==> config.mk <==
export PLATFORM = sky130hd
export DESIGN_NAME = lms_shift_wupdate
export DESIGN_NICKNAME = d
export VERILOG_FILES = /design/src/rtl/lms_inc_pkg.sv /design/src/rtl/lms_lead_one.sv /design/src/rtl/lms_barrel.sv /design/src/rtl/lms_sat_addsub.sv /design/src/rtl/lms_shift_wupdate.sv
export SDC_FILE = /design/constraint.sdc
export NUM_CORES = 1
export LEC_CHECK = 0
export ABC_AREA = 1
export BUFFER_PORTS_ARGS = -buffer_cell sky130_fd_sc_hd__buf_2
export CORE_UTILIZATION = 40
export DETAILED_ROUTE_END_ITERATION = 7
export HOLD_SLACK_MARGIN = 0.03
export PLACE_DENSITY = 0.65
export SYNTH_ARGS = -nofsm -noshare
export SYNTH_HDL_FRONTEND = slang
export SYNTH_SLANG_ARGS = --single-unit
==> constraint.sdc <==
create_clock -name clk -period 3.8 [get_ports clk]
set_input_delay 0.19 -clock clk [delete_from_list [all_inputs] [get_ports clk]]
set_output_delay 0.19 -clock clk [all_outputs]
set_load 0.01 [all_outputs]
==> src/rtl/lms_inc_pkg.sv <==
package lms_inc_pkg;

  typedef enum logic {
    OP_ADD = 1'b0,
    OP_SUB = 1'b1
  } op_e;

  // Fixed right shift applied to every sample: step-size exponent plus log2 of tap count
  function automatic int fixed_shift(input int pre_shift, input int log2_taps);
    return pre_shift + log2_taps;
  endfunction

endpackage

==> src/rtl/lms_lead_one.sv <==
module lms_lead_one #(
  parameter int ERR_W = 16,
  localparam int CNT_W = $clog2(ERR_W)
) (
  input  logic [ERR_W-1:0] mag,
  output logic [CNT_W-1:0] shamt,
  output logic             nonzero
);

  // Scan upward; the highest set bit is the last one to write shamt
  always_comb begin
    shamt   = '0;
    nonzero = |mag;
    for (int b = 0; b < ERR_W; b++) begin
      if (mag[b]) shamt = CNT_W'(ERR_W - 1 - b);
    end
  end

endmodule

==> src/rtl/lms_barrel.sv <==
module lms_barrel #(
  parameter int W    = 16,
  parameter int SH_W = 4
) (
  input  logic signed [W-1:0]    din,
  input  logic        [SH_W-1:0] amt,
  output logic signed [W-1:0]    dout
);

  logic signed [W-1:0] stage [SH_W+1];

  assign stage[0] = din;

  generate
    for (genvar k = 0; k < SH_W; k++) begin : g_stage
      localparam int STEP = 1 << k;
      if (STEP >= W) begin : g_fill
        assign stage[k+1] = amt[k] ? {W{stage[k][W-1]}} : stage[k];
      end else begin : g_shift
        assign stage[k+1] = amt[k] ? (stage[k] >>> STEP) : stage[k];
      end
    end
  endgenerate

  assign dout = stage[SH_W];

endmodule

==> src/rtl/lms_sat_addsub.sv <==
module lms_sat_addsub
  import lms_inc_pkg::*;
#(
  parameter int W = 16
) (
  input  logic signed [W-1:0] w_cur,
  input  logic signed [W-1:0] inc,
  input  op_e                 op,
  output logic signed [W-1:0] w_nxt
);

  localparam logic signed [W-1:0] W_MAX = {1'b0, {(W-1){1'b1}}};
  localparam logic signed [W-1:0] W_MIN = {1'b1, {(W-1){1'b0}}};

  logic signed [W:0] wide_w;
  logic signed [W:0] wide_i;
  logic signed [W:0] raw;

  always_comb begin
    wide_w = {w_cur[W-1], w_cur};
    wide_i = {inc[W-1], inc};
    raw    = (op == OP_SUB) ? (wide_w - wide_i) : (wide_w + wide_i);
    if (raw[W] != raw[W-1]) begin
      w_nxt = raw[W] ? W_MIN : W_MAX;
    end else begin
      w_nxt = raw[W-1:0];
    end
  end

endmodule

==> src/rtl/lms_shift_wupdate.sv <==
module lms_shift_wupdate
  import lms_inc_pkg::*;
#(
  parameter int W         = 16,
  parameter int ERR_W     = 16,
  parameter int TAPS      = 4,
  parameter int PRE_SHIFT = 0
) (
  input  logic                    clk,
  input  logic                    rst_n,
  input  logic                    upd_en,
  input  logic signed [ERR_W-1:0] err,
  input  logic [TAPS*W-1:0]       x_taps,
  output logic [TAPS*W-1:0]       w_taps
);

  localparam int LOG2_TAPS = $clog2(TAPS);
  localparam int FIX_SH    = fixed_shift(PRE_SHIFT, LOG2_TAPS);
  localparam int CNT_W     = $clog2(ERR_W);

  // reset release synchronizer
  logic [1:0] rst_sync;
  logic       rst_i;

  always_ff @(posedge clk or negedge rst_n) begin
    if (!rst_n) rst_sync <= 2'b00;
    else        rst_sync <= {rst_sync[0], 1'b1};
  end
  assign rst_i = rst_sync[1];

  // stage A: magnitude, leading one, per-tap shift
  logic [ERR_W-1:0] err_u;
  logic [ERR_W-1:0] mag_a;
  logic             neg_a;
  logic [CNT_W-1:0] t_a;
  logic             nz_a;

  assign err_u = err;
  assign neg_a = err_u[ERR_W-1];
  assign mag_a = neg_a ? (~err_u + 1'b1) : err_u;

  lms_lead_one #(.ERR_W(ERR_W)) u_lod (
    .mag     (mag_a),
    .shamt   (t_a),
    .nonzero (nz_a)
  );

  logic signed [W-1:0] inc_a [TAPS];
  logic signed [W-1:0] inc_q [TAPS];
  logic signed [W-1:0] inc_d [TAPS];
  logic signed [W-1:0] w_q   [TAPS];
  logic signed [W-1:0] w_nxt [TAPS];

  // pipeline register before the adder: next-state
  logic upd_d, upd_q;
  op_e  op_d, op_q;

  always_comb begin
    upd_d = upd_en & nz_a;
    op_d  = neg_a ? OP_SUB : OP_ADD;
    for (int k = 0; k < TAPS; k++) inc_d[k] = upd_d ? inc_a[k] : inc_q[k];
  end

  always_ff @(posedge clk or negedge rst_i) begin
    if (!rst_i) begin
      upd_q <= 1'b0;
      op_q  <= OP_ADD;
      for (int k = 0; k < TAPS; k++) inc_q[k] <= '0;
    end else begin
      upd_q <= upd_d;
      if (upd_d) op_q <= op_d;
      for (int k = 0; k < TAPS; k++) inc_q[k] <= inc_d[k];
    end
  end

  // weight register after the adder, clock-enabled by the registered update flag
  always_ff @(posedge clk or negedge rst_i) begin
    if (!rst_i) begin
      for (int k = 0; k < TAPS; k++) w_q[k] <= '0;
    end else if (upd_q) begin
      for (int k = 0; k < TAPS; k++) w_q[k] <= w_nxt[k];
    end
  end

  generate
    for (genvar k = 0; k < TAPS; k++) begin : g_tap
      logic signed [W-1:0] x_pre;
      assign x_pre = $signed(x_taps[k*W +: W]) >>> FIX_SH;

      lms_barrel #(.W(W), .SH_W(CNT_W)) u_shift (
        .din  (x_pre),
        .amt  (t_a),
        .dout (inc_a[k])
      );

      lms_sat_addsub #(.W(W)) u_acc (
        .w_cur (w_q[k]),
        .inc   (inc_q[k]),
        .op    (op_q),
        .w_nxt (w_nxt[k])
      );

      assign w_taps[k*W +: W] = w_q[k];


      up_move_chk: assert property (@(posedge clk) disable iff (!rst_i)
        (upd_q && ((op_q == OP_ADD && inc_q[k] >= 0) || (op_q == OP_SUB && inc_q[k] <= 0)))
          |=> (w_q[k] >= $past(w_q[k])));


      down_move_chk: assert property (@(posedge clk) disable iff (!rst_i)
        (upd_q && ((op_q == OP_SUB && inc_q[k] >= 0) || (op_q == OP_ADD && inc_q[k] <= 0)))
          |=> (w_q[k] <= $past(w_q[k])));
    end
  endgenerate


  lod_pos_chk: assert property (@(posedge clk) disable iff (!rst_i)
    nz_a |-> ((mag_a >> (ERR_W - 1 - int'(t_a))) == ERR_W'(1)));


  hold_chk: assert property (@(posedge clk) disable iff (!rst_i)
    (!upd_en || err == '0) |=> ##1 $stable(w_taps));


  reset_zero_chk: assert property (@(posedge clk)
    (!rst_i) |-> (w_taps == '0));

endmodule

==> results of run 1 <==
## cells by family (layout without fill, tap and decap cells)
group	after synthesis	after routing
simple gates	951	951
buf+inv	252	373
other cells	1	1
flops	124	124
xor+xnor	110	110
fa+ha+maj	73	73
compound gates	278	278
## cell type report
type | count | area, sq um | share of cell area (%)
Multi-Input combinational cell | 1413 | 7620 | 56.9
Sequential cell | 124 | 3110 | 23.2
Timing Repair Buffer | 164 | 888 | 6.64
Inverter | 177 | 674 | 5.04
Tap cell | 384 | 480 | 3.59
Clock buffer | 21 | 460 | 3.44
Clock inverter | 10 | 141 | 1.06
Timing Repair inverter | 1 | 7.51 | 0.0561
## cell usage in the layout (no fill, tap or decap), types with 3 or more instances in the layout
master / count
nand2_1: 457
nand3_1: 242
nor2_1: 186
inv_1: 161
a21oi_1: 158
buf_2: 138
dfrtp_1: 121
xor2_1: 81
ha_1: 69
o21ai_0: 58
xnor2_1: 26
buf_4: 25
o21ai_1: 19
clkbuf_16: 17
inv_2: 13
nand2_2: 12
nor3_1: 10
o31ai_1: 8
a31oi_1: 7
nor3_2: 5
nand3_2: 5
nand2_4: 5
clkinvlp_4: 5
nand3b_1: 4
nor2_2: 4
o21bai_1: 4
fa_1: 4
nor4_1: 3
nor2_4: 3
a21oi_2: 3
a21boi_0: 3
bufinv_16: 3
clkinv_4: 3
## what timing repair did
action / in CTS / in global routing
setup endpoints to repair: 0 / 59
endpoints found under the hold margin: 2 / 0
resized for setup: 0 / 22
hold buffers: 1 / 0
setup buffers: 0 / 3
## worst max-delay path, delay by kind of cell, from the launching register on
family | cells | cell delay (ns)
AOI/OAI and AO/OA | 3 | 0.68
xor gates and xnor gates | 2 | 0.40
adders and majority gates | 2 | 0.47
buffers and inverters | 4 | 0.40
DFF | 1 | 0.41
and+or+nand+nor | 8 | 1.04
## flip-flops by register name (all words and copies together) (netlist names)
signal / count
w_taps: 64
inc_q: 56
rst_sync: 2
op_q: 1
upd_q: 1
## power breakdown
group          switching (uW)  internal [uW]  total (uW)
Clock                     623           1060        1680
Combinational            4180           2710        6900
Sequential                536           1840        2370
## stage by stage
step / hold WS [ns] / util (%)
global route: 0.0717 / 46.5
finish: 0.0656 / 46.5
detailed placement: -0.0245 / 43.9
global placement: -0.0252 / 43.9
CTS: 0.0575 / 46.1
floorplan: -0.106 / -
## routing by layer
layer  vias to the layer above  GRT usage (%)  wire length [um]
met5                         -              0                10
met3                        27           2.96              1930
li1                       6062              -                 -
met4                         2           4.83               306
met1                      5347           33.4             16600
met2                       369           30.4             13100
## worst min-delay path by stage
stage / slack, ns / end / cells after the start
final: 0.07 / rst_sync[1] / 2
after global routing: 0.07 / rst_sync[0] / 2
after CTS: 0.06 / rst_sync[1] / 2
after detailed placement: -0.02 / rst_sync[0] / 1
after global placement: -0.03 / rst_sync[0] / 1
after floorplan: -0.11 / rst_sync[0] / 0
==> metrics.md, run 1 <==
| Metric | Value |
|---|---|
| Design area | 13400 sq um |
| Placed insts | 2258 |
| Status | finished, final reports clean |
| Endpoint class of the critical path | flip-flop |
| Fin crit share | 91.7% |
| H-tree levels | 4 |
| Routability cong. | 0.862 |
| Fmax | 287 MHz |
| Port Buffers | 138 |
| Post-Syn Area per Cell | 6.56 sq um |
| Crit-path slowest cell | dfrtp_1 |
| Diode count | 0 |
| Total nets after synthesis | 1945 |
| Number of synthesis warnings | 0 |
| Slew HR | 42.7% |
| Initial drt markers | 911 |
| DP HPWL | 23.8 mm |
| I/O Pins | 147 |
| Worst clock skew | 0.0123 ns |
| Worst Tran Pin Value | 0.860 ns |
| Total clock buffers created by CTS | 17 |
| Clk root buf | clkbuf_16 |
| Synth Area in Compound Gates | 12.8% |
| Nets | 2054 |
| Setup tns final | 0 ns |
| Worst path required time | 4.14 ns |
| Area leader, netlist | dfrtp_1 |
| Die area | 30000 sq um |
| Top cell by count, worst path | nand2_1 |
| Slowest stage delay, CP | 0.41 ns |
| Wire per inst | 13.9 um |
| DP Worst Slack | 0.158 ns |
| Clock sinks | 124 |
| Worst r2r path cells | 19 |
| Register area share after synthesis | 26.5% |
| Count of max-cap constraint violations | 0 |
| Top-count cell post-synth | nand2_1 |
| Adder-Cell Fraction of Synth Area | 8.04% |
| Placed Area | 12600 sq um |
| Cells after synthesis | 1789 |
| CP Launch Type | flip-flop |
| Die Y | 173 um |
| Largest net degree at the start of global routing | 67 |
| Most used DFF post-synth | dfrtp_1 |
| Die width | 173 um |
| Top-area cell type share of the netlist area | 26.5% |
| Mux contribution to synthesized area | 0% |
| Final hold viol count | 0 |
| CTS tree | built |
| Reg2reg setup slack | 0.31 ns |
| First-pass GRT wire length | 53.1 mm |
| Share of cells above drive strength 1 | 14.0% |
| Site Rows | 62 |
| Total track usage | 21.3% |
| DRC violations left | 0 |
| Peak supply drop | 0.000308 V |
| Synth Cell Area | 11700 sq um |
| Synth Area in XOR/XNOR | 8.40% |
| Initial antenna violation count | 1 |
| Worst EP arrival | 3.83 ns |
| Final setup violation count | 0 |
| Clock Tree Buf Depth | 2 |
| Initial Util | 40.8% |
| GRT Residual Overflow | 0 |
| Post-synth EDFFs | 0 |
| Clock insertion delay at the later pin of the skew report | 0.43 ns |
| Number of vias per cell | 5.15 |
| Critical path class | flip-flop to flip-flop |
| Vias in the first global route | 10700 |
| Area Growth Syn to Fin | 14.1% |
| Tmin final | 3.49 ns |
| Simple-Gate Fraction of Synth Area | 34.9% |
| Chain of cells forming the critical path | inv_1, ha_1, inv_1, nor2_1, nand2_1, nor2_1, nand2_1, o31ai_2, xor2_1, ha_1, nand2_1, inv_1, and3_1, a221oi_2, xnor2_1, nand2_1, nand2_2, clkinvlp_4, a21oi_1 |
| PD cells | 819 nW/um^2 |
| Top cells by count, synth | nand2_1, nand3_1, nor2_1 |
| Min-Delay Path Class | input pin to asynchronous set/reset pin |
| Detailed-route via count | 11800 |
| Filler cells | 2996 |
| Post-Route WL | 32.0 mm |
| Core area | 28800 sq um |
| Post-layout power | 11000 uW |
| Post-synth ARST share | 100% |
| Final Slew Violations | 0 |
| Reg2reg start | inc_q[0] |
| Combinational family with the most area after synthesis | simple AND/OR/NAND/NOR gates |
| Non-Filler Instances | 2294 |
| Pre-antenna DRT Iters | 5 |
| Leakage | 0.00694 uW |
| Final worst slack | 0.314 ns |
| Clock-pin slew on the worst setup and hold paths | 0.06 ns |
| DRT antenna net count | 0 |
| Top cells by area, synth | dfrtp_1, nand2_1, nand3_1, ha_1, a21oi_1 |
| Synth Register Bits | 124 |
| Crit path to | w_taps[55] |
| CP Launch Point | inc_q[0] |
| Worst r2r dst | w_taps[55] |
| Post-synth cell types | 53 |
| Largest fanout on the critical path | 7 |
Power figures use the tool's default switching activity.
==> run 2: changes to the inputs <==
- CORE_ASPECT_RATIO: unset -> 1.5
==> metrics.md, run 2 (synthesized netlist as in run 1, its figures left out) <==
| Metric | Value |
|---|---|
| Status | finished, final reports clean (unchanged) |
| Largest fanout on the critical path | 13 (was 7) |
| FF+latch area | 3110 sq um (unchanged) |
| Initial drt markers | 643 (was 911) |
| Nets | 2055 (was 2054) |
| Fmax | 283 MHz (was 287 MHz) |
| Leakage | 0.00693 uW (was 0.00694 uW) |
| NetSw | 5330 uW (was 5340 uW) |
| Peak supply drop | 0.000362 V (was 0.000308 V) |
| Placed insts | 2268 (was 2258) |
| Endpoint class of the critical path | flip-flop (unchanged) |
| Vias in the first global route | 11300 (was 10700) |
| Area of the multi-input gates | 7610 sq um (was 7620 sq um) |
| Clock Tree Buf Depth | 2 (unchanged) |
| Non-Filler Instances | 2302 (was 2294) |
| Clock power frac | 14.8% (was 15.4%) |
| Placed Area | 12700 sq um (was 12600 sq um) |
| Slew HR | 38.0% (was 42.7%) |
| Total clock buffers created by CTS | 17 (unchanged) |
| Wire per inst | 13.8 um (was 13.9 um) |
| Top cell by count, worst path | nand2_1 (unchanged) |
| Die Y | 212 um (was 173 um) |
| Count of max-cap constraint violations | 0 (unchanged) |
| Worst clock skew | 0.00727 ns (was 0.0123 ns) |
| Total track usage | 21.9% (was 21.3%) |
| H-tree levels | 4 (unchanged) |
| DP HPWL | 24.3 mm (was 23.8 mm) |
| Port Buffers | 138 (unchanged) |
| Diode count | 0 (unchanged) |
| Delay-heaviest family, CP | simple AND/OR/NAND/NOR gates (unchanged) |
| Area Growth Syn to Fin | 14.0% (was 14.1%) |
| DRC violations left | 0 (unchanged) |
| P_int | 5560 uW (was 5610 uW) |
| Critical path class | flip-flop to flip-flop (unchanged) |
| Crit-path slowest cell | dfrtp_1 (unchanged) |
| Largest net degree at the start of global routing | 71 (was 67) |
| Pre-antenna DRT Iters | 5 (unchanged) |
| Initial Util | 40.7% (was 40.8%) |
| Unrepaired setup endpoints after global routing | true |
| Max reg flops | 64 (unchanged) |
| Worst path required time | 4.10 ns (was 4.14 ns) |
| Reg power frac | 21.8% (was 21.7%) |
| Commonest non-fill, non-tap cells in the layout | nand2_1, nand3_1, nor2_1 (unchanged) |
| Comb pwr share | 63.4% (was 62.9%) |
| Clock insertion delay at the later pin of the skew report | 0.43 ns (about the same) |
| Die area | 30000 sq um (about the same) |
| Slowest stage delay, CP | 0.39 ns (was 0.41 ns) |
| Commonest non-fill, non-tap cell in the layout | nand2_1 (unchanged) |
| Final Util | 46.4% (was 46.5%) |
| Final setup violation count | 0 (unchanged) |
| PD cells | 814 nW/um^2 (was 819 nW/um^2) |
| Setup Fix Bufs, Post-CTS | 0 (unchanged) |
| Final hold viol count | 0 (unchanged) |
| Clock sinks | 124 (unchanged) |
| Clock-pin slew on the worst setup and hold paths | 0.06 ns (about the same) |
| GRT Residual Overflow | 0 (unchanged) |
| First-pass GRT wire length | 53.5 mm (was 53.1 mm) |
| Number of vias per cell | 5.19 (was 5.15) |
| Site Rows | 76 (was 62) |
| Detailed-route via count | 11900 (was 11800) |
| Routability cong. | 0.875 (was 0.862) |
| Chain of cells forming the critical path | inv_1, ha_1, inv_1, nor2_1, nand2_1, nor2_1, nand2_1, o31ai_2, xor2_1, ha_1, nand2_1, inv_1, and3_1, a221oi_1, xnor2_1, nand2_1, nand2_1, inv_1, a21oi_1 (was inv_1, ha_1, inv_1, nor2_1, nand2_1, nor2_1, nand2_1, o31ai_2, xor2_1, ha_1, nand2_1, inv_1, and3_1, a221oi_2, xnor2_1, nand2_1, nand2_2, clkinvlp_4, a21oi_1) |
| Fin crit share | 93.1% (was 91.7%) |
| WP buf/inv | 4 (unchanged) |
| Tmin final | 3.54 ns (was 3.49 ns) |
| Worst EP arrival | 3.84 ns (was 3.83 ns) |
| Filler cells | 2994 (was 2996) |
| Min-Delay Path Class | input pin to flip-flop (was input pin to asynchronous set/reset pin) |
| Clk root buf | clkbuf_16 (unchanged) |
| Core area | 28800 sq um (about the same) |
| Design area | 13400 sq um (about the same) |
| I/O Pins | 147 (unchanged) |
| Switching Fraction | 49.0% (was 48.8%) |
| CTS tree | built (unchanged) |
| CP Launch Type | flip-flop (unchanged) |
| Share of cells above drive strength 1 | 14.0% (about the same) |
| DRT antenna net count | 0 (unchanged) |
| Final Slew Violations | 0 (unchanged) |
| Worst Tran Pin Value | 0.930 ns (was 0.860 ns) |
| Die width | 142 um (was 173 um) |
| Post-Route WL | 31.9 mm (was 32.0 mm) |
| Initial antenna violation count | 1 (unchanged) |
run 2: changes by cell type in the layout (fill, tap and decap cells not counted), sizes merged:
cell      change
clkinv        -3
clkbuf        +1
clkinvlp      +2
bufinv        -1
inv           +2
buf           +1
run 2: metrics by stage:
stage               power, uW  setup TNS [ns]  setup slack, ns  hold WS, ns
finish                  10900               0            0.262       0.0614
floorplan                7510               0           0.0896       -0.106
global placement         8980               0            0.142      -0.0250
detailed placement       9120               0            0.173      -0.0220
global route            12000         -0.0181          -0.0133       0.0879
CTS                     10800               0            0.146       0.0489
run 2: final cells by class:
cell class	count	area share (%)
clock buffers	22	3.47
clock inverters	10	0.870
inverters	177	5.01
multi-input cells	1413	56.9
flip-flops and latches	124	23.2
well taps	390	3.65
repair buffers	165	6.79
repair inverters	1	0.0561
run 2: per-layer routing:
metal	GRT usage, %	vias up	share of wire [%]
met5	0	-	0.044
met4	7.71	2	1.9
met3	3.12	45	4.6
met2	36.9	309	48
met1	28.3	5508	46
li1	-	6075	-
run 2: final timing paths:
kind	startpoint	to	slack [ns]	cells past startpoint
min reg2reg	rst_sync[0]	rst_sync[1]	0.35	0
min	x_taps[31]	inc_q[45]	0.06	3
min in group asynchronous	rst_n	rst_sync[1]	0.08	2
max	inc_q[0]	w_taps[55]	0.26	19
max in group asynchronous	rst_sync[1]	w_taps[62]	2.45	1
max reg2reg	inc_q[0]	w_taps[55]	0.26	19
run 2: what timing repair did:
item,in CTS,in global routing
endpoints found under the hold margin,2,0
setup endpoints to repair,0,59
hold buffers,1,0
resized for setup,0,23
run 2: power groups by stage:
stage               clock network [uW]  logic (uW)  registers (uW)
floorplan                            0        5110            2390
finish                            1620        6900            2370
detailed placement                   0        6730            2390
CTS                               1640        6780            2370
global route                      1680        7870            2440
global placement                     0        6600            2370
run 2: worst reg2reg max path, stage by stage, from the launching register on:
cell,delay [ns]
dfrtp_1,0.39
inv_1,0.09
ha_1,0.14
inv_1,0.05
nor2_1,0.17
nand2_1,0.10
nor2_1,0.09
nand2_1,0.13
o31ai_2,0.24
xor2_1,0.25
ha_1,0.33
nand2_1,0.10
inv_1,0.05
and3_1,0.16
a221oi_1,0.31
xnor2_1,0.14
nand2_1,0.10
nand2_1,0.06
inv_1,0.34
a21oi_1,0.14
